**src/rtl/iter_divider.sv**
```systemverilog
module iter_divider #(
  parameter int W = 16
) (
  input  logic         clk,
  input  logic         rst_n,
  input  logic         start,
  input  logic         wide,
  input  logic         sgn,
  input  logic [W-1:0] dd_hi,
  input  logic [W-1:0] dd_lo,
  input  logic [W-1:0] dvs,
  output logic         busy,
  output logic         done,
  output logic [W-1:0] quo,
  output logic [W-1:0] rem,
  output logic         div_zero,
  output logic         ovf
);
  localparam int CW = $clog2(W);
  localparam int DW = 2 * W;

  typedef enum logic [1:0] {S_IDLE, S_SETUP, S_RUN} st_t;
  st_t st;

  logic [W-1:0]  a_hi, a_lo, a_dv;
  logic          a_wide, a_sgn;
  logic [W-1:0]  pr, sh, dm;
  logic          nq, nr, dz, povf, done_r;
  logic [CW-1:0] cnt;

  logic [DW-1:0] dd_full, dd_mag;
  logic [W-1:0]  dv_mag;
  logic          dd_neg, dv_neg;
  logic [W:0]    trial, diff;
  logic          fits, sovf;

  assign dd_full = a_wide ? {a_hi, a_lo}
                 : (a_sgn ? {{W{a_lo[W-1]}}, a_lo} : {{W{1'b0}}, a_lo});
  assign dd_neg  = a_sgn & dd_full[DW-1];
  assign dv_neg  = a_sgn & a_dv[W-1];
  assign dd_mag  = dd_neg ? (~dd_full + 1'b1) : dd_full;
  assign dv_mag  = dv_neg ? (~a_dv + 1'b1) : a_dv;

  assign trial = {pr, sh[W-1]};
  assign diff  = trial - {1'b0, dm};
  assign fits  = trial >= {1'b0, dm};

  always_ff @(posedge clk or negedge rst_n) begin
    if (!rst_n) begin
      st     <= S_IDLE;
      a_hi   <= '0;
      a_lo   <= '0;
      a_dv   <= '0;
      a_wide <= 1'b0;
      a_sgn  <= 1'b0;
      pr     <= '0;
      sh     <= '0;
      dm     <= '0;
      nq     <= 1'b0;
      nr     <= 1'b0;
      dz     <= 1'b0;
      povf   <= 1'b0;
      done_r <= 1'b0;
      cnt    <= '0;
    end else begin
      done_r <= 1'b0;
      case (st)
        S_IDLE: begin
          if (start) begin
            a_hi   <= dd_hi;
            a_lo   <= dd_lo;
            a_dv   <= dvs;
            a_wide <= wide;
            a_sgn  <= sgn;
            st     <= S_SETUP;
          end
        end
        S_SETUP: begin
          pr   <= dd_mag[DW-1:W];
          sh   <= dd_mag[W-1:0];
          dm   <= dv_mag;
          nq   <= dd_neg ^ dv_neg;
          nr   <= dd_neg;
          dz   <= (a_dv == '0);
          povf <= (a_dv != '0) && (dd_mag[DW-1:W] >= dv_mag);
          cnt  <= '0;
          st   <= S_RUN;
        end
        S_RUN: begin
          pr  <= fits ? diff[W-1:0] : trial[W-1:0];
          sh  <= {sh[W-2:0], fits};
          cnt <= cnt + 1'b1;
          if (cnt == CW'(W - 1)) begin
            st     <= S_IDLE;
            done_r <= 1'b1;
          end
        end
        default: st <= S_IDLE;
      endcase
    end
  end

  assign sovf     = a_sgn & (nq ? (sh > {1'b1, {(W-1){1'b0}}}) : sh[W-1]);
  assign busy     = (st != S_IDLE);
  assign done     = done_r;
  assign quo      = nq ? (~sh + 1'b1) : sh;
  assign rem      = nr ? (~pr + 1'b1) : pr;
  assign div_zero = dz;
  assign ovf      = ~dz & (povf | sovf);

  p_accept_r1: assert property (@(posedge clk) disable iff (!rst_n)
    (start && !busy) |=> busy);
  p_busy_done_excl_r2: assert property (@(posedge clk) disable iff (!rst_n)
    !(busy && done));
  p_done_single_r2: assert property (@(posedge clk) disable iff (!rst_n)
    done |=> !done);
  p_done_after_busy_r2: assert property (@(posedge clk) disable iff (!rst_n)
    done |-> $past(busy));
  p_rem_bound_r3: assert property (@(posedge clk) disable iff (!rst_n)
    (done && !a_sgn && !div_zero && !ovf) |-> (rem < a_dv));
  p_zero_no_ovf_r7: assert property (@(posedge clk) disable iff (!rst_n)
    (done && div_zero) |-> !ovf);
  p_hold_r9: assert property (@(posedge clk) disable iff (!rst_n)
    (!busy && $past(!busy) && !done) |-> ($stable(quo) && $stable(rem) && $stable(ovf)));
endmodule

```
**config.mk**
```make
export PLATFORM = sky130hd
export DESIGN_NAME = iter_divider
export DESIGN_NICKNAME = d
export VERILOG_FILES = /design/src/rtl/iter_divider.sv
export SDC_FILE = /design/constraint.sdc
export NUM_CORES = 1
export LEC_CHECK = 0
export BUFFER_PORTS_ARGS = -buffer_cell sky130_fd_sc_hd__buf_2
export CAP_MARGIN = 20
export CORE_UTILIZATION = 54
export CTS_BUF_LIST = sky130_fd_sc_hd__clkbuf_8 sky130_fd_sc_hd__clkbuf_16
export DETAILED_ROUTE_END_ITERATION = 12
export PLACE_DENSITY_LB_ADDON = 0.1
export SLEW_MARGIN = 20
export SYNTH_ARGS = -nofsm -noshare
export SYNTH_HDL_FRONTEND = slang
export SYNTH_SLANG_ARGS = --single-unit
```
**constraint.sdc**
```tcl
create_clock -name clk -period 2.75 [get_ports clk]
set_input_delay 0.1375 -clock clk [delete_from_list [all_inputs] [get_ports clk]]
set_output_delay 0.1375 -clock clk [all_outputs]
set_load 0.05 [all_outputs]
```
==> run metrics, run 1 <==
Netlist cell types 71; Most Crowded Layer GR met2; row cnt 43; DRC 0; Die W 122 um; Mapped Area 7720 um2; final net count 1,149; Yosys top cell by area dfrtp_1; WL/cell 17.9 um; Die ar. 14,800 um2; Syn. warnings 0; CP Class reg2reg; largest net degree at the start of global routing 63; Synth Flop Type dfrtp_1; complex-gate fraction of the synthesized area 17.8%; Worst EP arrival 3.09 ns; Worst-path clk slew 0.08 ns; Total GRT Usage 31.0%; CTS Buffer Depth 2; Yosys top cell area share 35.3%; setup total negative slack -0.0930 ns; class of the worst hold path in2reg; setup ws final -0.0834 ns; Placed Instance Area 9150 um2; Worst R2R Start a_lo[12]; met1 Usage GRT 43.4%; commonest cells in the synthesized netlist dfrtp_1 (109), o21ai_0 (70), mux2_2 (65), nand2_1 (64), nor2_1 (61); Cells after DPL 1,188; top-count cell post-synth dfrtp_1; r2r endpoint povf; drt pass-1 iters 5; clock sink count 109; CP Launch Type register; layout cells sized above 1 33.7%; met2 GRT Util 49.6%; post-synthesis mux area share 11.7%; IO Pins 89; syn avg cell area 9.18 um2; GP Congestion 0.926; Seq cells post-synth 109; synthesis-to-finish area growth 29.6%; r2r worst-path depth 11; max cap viols 0; CTS tree done; core region area 13,900 um2; termination of the worst setup path povf; Post-Syn Nets 937; Die H 122 um; antenna-violating nets left 0; synthesized instance count 841; FMAX 353 MHz; number of synthesized flops with an enable pin 0; status finished, violations left; WP data required 3.01 ns; vias in the first global route 6,967; vias per cell 5.74; largest cells by area after synthesis dfrtp_1 (35%), mux2_2 (9.5%), ha_1 (6.8%), xnor2_1 (6.1%), o21ai_0 (4.5%); via count 7,098; antenna violations before repair 0; final hold violations 0; Rel. slew slack 33.1%; Final period util 103%; largest family of logic cells by synthesized area compound AO/OA/AOI/OAI gates; final core utilization 71.8%; simple-gate portion of the synthesized area 14.4%; IO buf count 88; fin crit period 2.83 ns; reg-to-reg slack, setup -0.08 ns; Non-Filler Instances 1,237; first-pass GRT wire length 35.2 mm; Post-DP HPWL 16.9 mm; Layout Skew 0.0110 ns; crit end category register; critical path peak fanout 4; GRT met3 Usage 5.52%; Final setup viols 2; total wire length 22.1 mm; Synth Area in Adders 7.07%; Seq/Total Area, Yosys 35.3%; post-route design area 10,000 um2; starting density of the core 55.4%; 1st-iter DRT viols 468; fraction of registers with async set/reset 100%; n_diodes 0; Pins Over Slew Limit 0; Critical path origin a_lo[12]; RSZ-0062 raised after global routing true; Overflow after GRT 0; failing checks setup timing; Worst Tran Pin Value 1.00 ns; clock buffer count from CTS 9; Clk Latency, worst-skew pair 0.36 ns; Post-Synth XOR/XNOR Area 9.08%; H-tree Lvls 3; clock root buffer clkbuf_16
==> worst max-delay path: stages (launching register included) <==
cell and delay, ns:
dfrtp_1 0.40, nor4_2 0.31, nand4b_1 0.21, nor3_4 0.28, nand3b_1 0.18, o21ai_1 0.16
o211ai_1 0.13, ha_1 0.32, a21o_1 0.19, a21oi_2 0.12, o2111ai_1 0.13, o221a_2 0.28
==> flip-flops by register name, indices dropped and copies added (netlist names) <==
name and count:
a_dv 16, a_hi 16, a_lo 16, a_sgn 1, a_wide 1, cnt 4, div_zero 1, dm 16
done 1, nq 1, nr 1, povf 1, pr 16, sh 16, st 2
==> cell type report <==
cell class	count	area, um2
clock inverter	6	70.1
sequential	109	2730
timing repair buffer	244	1720
inverter	44	165
clock buffer	9	225
tap	180	225
fill	1087	3930
multi-input combinational	645	4870
==> per-stage QoR <==
stage / hold WS, ns / worst slack (ns)
6_report: 0.00408 / -0.0834
5_1_grt: 0.00314 / -0.266
4_1_cts: 0.000355 / -0.0765
3_5_place_dp: 0.191 / -0.287
3_3_place_gp: 0.185 / -0.297
2_1_floorplan: -0.158 / 0.0119
==> worst min-delay path by stage <==
stage                    from  endpoint  cells past startpoint
floorplan               rst_n   a_dv[0]                      0
global placement        rst_n    pr[11]                      1
detailed placement      rst_n    pr[11]                      1
CTS                  dd_hi[1]   a_hi[1]                      2
global route           dvs[7]   a_dv[7]                      2
finish              dd_lo[13]  a_lo[13]                      2
==> routing by layer <==
metal / vias up / wire length [um]
met5: - / 0
met4: 0 / 487
met3: 34 / 1160
met2: 219 / 10400
met1: 3420 / 10000
li1: 3425 / -
==> placed cells by master, fill, tap and decap left out, types with 18 or more instances in the layout <==
master and count:
o21ai_0 62, nand2_1 61, inv_1 40, xor2_1 25
mux2_2 65, a21oi_1 56, buf_2 82, nor2_1 60
dfrtp_1 107, xnor2_1 52, dlygate4sd3_1 22, ha_1 39
buf_4 134, nor3_1 18
==> kinds of logic after synthesis <==
| kind of cell | Yosys count |
|---|---|
| buffers and inverters | 87 |
| xor gates and xnor gates | 80 |
| AOI/OAI and AO/OA | 214 |
| and+or+nand+nor | 227 |
| DFF | 109 |
| muxes | 81 |
| adders and majority gates | 43 |
==> repair_timing <==
action                                 4_1_cts  5_1_grt
endpoints found under the hold margin       67        1
setup endpoints to repair                    8       16
gates resized for setup                     31       30
setup buffers                                7        5
pin swaps                                   18       11
hold buffers                                21        1
Power of run 1 is not shown: default switching activity piles up to over one toggle a cycle in this logic, so the estimate is an artifact.
==> inputs of run 2 (changes only) <==
--- a/config.mk
+++ b/config.mk
@@ -5,11 +5,11 @@
 export SDC_FILE = /design/constraint.sdc
 export NUM_CORES = 1
 export LEC_CHECK = 0
-export BUFFER_PORTS_ARGS = -buffer_cell sky130_fd_sc_hd__buf_2
 export CAP_MARGIN = 20
-export CORE_UTILIZATION = 54
+export CORE_UTILIZATION = 59
 export CTS_BUF_LIST = sky130_fd_sc_hd__clkbuf_8 sky130_fd_sc_hd__clkbuf_16
 export DETAILED_ROUTE_END_ITERATION = 12
+export DONT_BUFFER_PORTS = 1
 export PLACE_DENSITY_LB_ADDON = 0.1
 export SLEW_MARGIN = 20
 export SYNTH_ARGS = -nofsm -noshare
==> run 2 against run 1 <==
Net effect:
- sequential share of layout area rose by 0.083 points
- cell count fell by 3.9%
- non-clock buffer count fell by 41
- routed wire length rose by 4.0%
- critical endpoint unchanged
- the run still ends with setup timing left
==> run metrics, run 2 (synthesized netlist as in run 1, its figures left out) <==
Worst Tran Pin Value 1.00 ns; critical path peak fanout 4; DRC 0; starting density of the core 60.9%; Cells after DPL 1,118; Rel. slew slack 32.7%; synthesis-to-finish area growth 29.2%; first-pass GRT wire length 36.2 mm; RSZ-0062 raised after global routing true; IO buf count 0; core region area 12,700 um2; CTS tree done; CP Class reg2reg; Clk Latency, worst-skew pair 0.36 ns; setup ws final -0.267 ns; largest net degree at the start of global routing 110; GP Congestion 0.917; final net count 1,108; clock sink count 109; Post-DP HPWL 16.5 mm; vias per cell 6.11; n_diodes 0; fin crit period 3.02 ns; layout cells sized above 1 27.8%; 1st-iter DRT viols 492; vias in the first global route 7,079; CP Launch Type register; max cap viols 0; Worst-path clk slew 0.08 ns; status finished, violations left; Total GRT Usage 35.1%; failing checks setup timing; Overflow after GRT 0; Final period util 110%; Pins Over Slew Limit 0; crit end category register; Die W 116 um; Die H 116 um; clock root buffer clkbuf_16; final hold violations 0; Layout Skew 0.0109 ns; IO Pins 89; Die ar. 13,500 um2; most common cell after layout, fill and taps aside buf_4; total wire length 23.0 mm; antenna-violating nets left 0; antenna violations before repair 0; clock buffer count from CTS 9; WL/cell 19.3 um; FMAX 331 MHz; Non-Filler Instances 1,189; CTS Buffer Depth 2; most frequent cells in the layout buf_4 (146), dfrtp_1 (108), mux2_2 (65); via count 7,260; Final setup viols 1; row cnt 41; class of the worst hold path in2reg; drt pass-1 iters 5; Worst EP arrival 3.32 ns; WP data required 3.05 ns; Layout fillers 874; H-tree Lvls 3
-- run 2: changes by cell type in the layout (fill, tap and decap cells not counted), moves of 2 or more --
cell           delta
inv_6             -3
a211oi_1          +2
buf_6             -3
inv_8             +3
a211oi_4          -2
dlygate4sd3_1    +29
clkinvlp_4        +2
buf_4            +12
buf_2            -82
nand2_1           +2
nand2_2           -2
o21ai_2           +2
-- run 2: critical path, stage by stage, from the launching register on --
cell and delay, ns:
dfrtp_1 0.41, nor3_2 0.20, buf_4 0.15, nand4b_1 0.11, buf_4 0.16, nor3_4 0.26
nand3b_1 0.19, nand2_1 0.13, xor2_1 0.35, ha_1 0.18, nand4_1 0.09, a211oi_1 0.24
o41ai_1 0.12, a21oi_1 0.16, o221a_2 0.21
-- run 2: final timing paths --
kind	startpoint	endpoint	slack (ns)	cells after the start
setup / recovery	a_lo[8]	povf	-0.27	14
hold / removal	start	st[0]	0.09	3
setup reg to reg	a_lo[8]	povf	-0.27	14
hold reg to reg	dm[0]	dm[0]	0.53	1
max in group asynchronous	rst_n	a_wide	1.91	2
min in group asynchronous	rst_n	pr[6]	0.34	2
-- run 2: timing repair --
item	in CTS	in global routing
hold endpoints to repair	159	0
hold buffers	52	0
buffers inserted	2	1
pin swaps	3	8
gates resized for setup	16	27
setup endpoints to repair	4	23
-- run 2: metrics by stage --
step	hold WS (ns)	utilization [%]	worst slack, ns	area [um2]	TNS (ns)
after floorplan	-0.158	-	0.0119	7740	0
after global placement	-0.155	70.4	-0.110	8920	-0.110
after detailed placement	-0.154	70.4	-0.254	8920	-0.254
after CTS	0.0959	77.8	-0.148	9850	-0.171
after global routing	0.136	78.7	-0.336	9970	-0.509
final	0.0936	78.7	-0.267	9970	-0.267
-- run 2: per-layer routing --
metal	vias to the layer above	part of all wire, %	global-route usage (%)
li1	3349	-	-
met1	3573	43	46.6
met2	294	49	59.2
met3	44	6.7	5.50
met4	0	1.9	10.0
met5	-	0	0
-- run 2: cell type report --
class | instances | area (um2) | share of cell area, %
clock buffers | 10 | 239 | 2.40
clock inverters | 6 | 53.8 | 0.540
inverters | 44 | 165 | 1.66
multi-input cells | 645 | 4830 | 48.4
flip-flops and latches | 109 | 2730 | 27.4
well taps | 172 | 215 | 2.16
repair buffers | 203 | 1740 | 17.4
Power of run 2 is left out for the same reason.
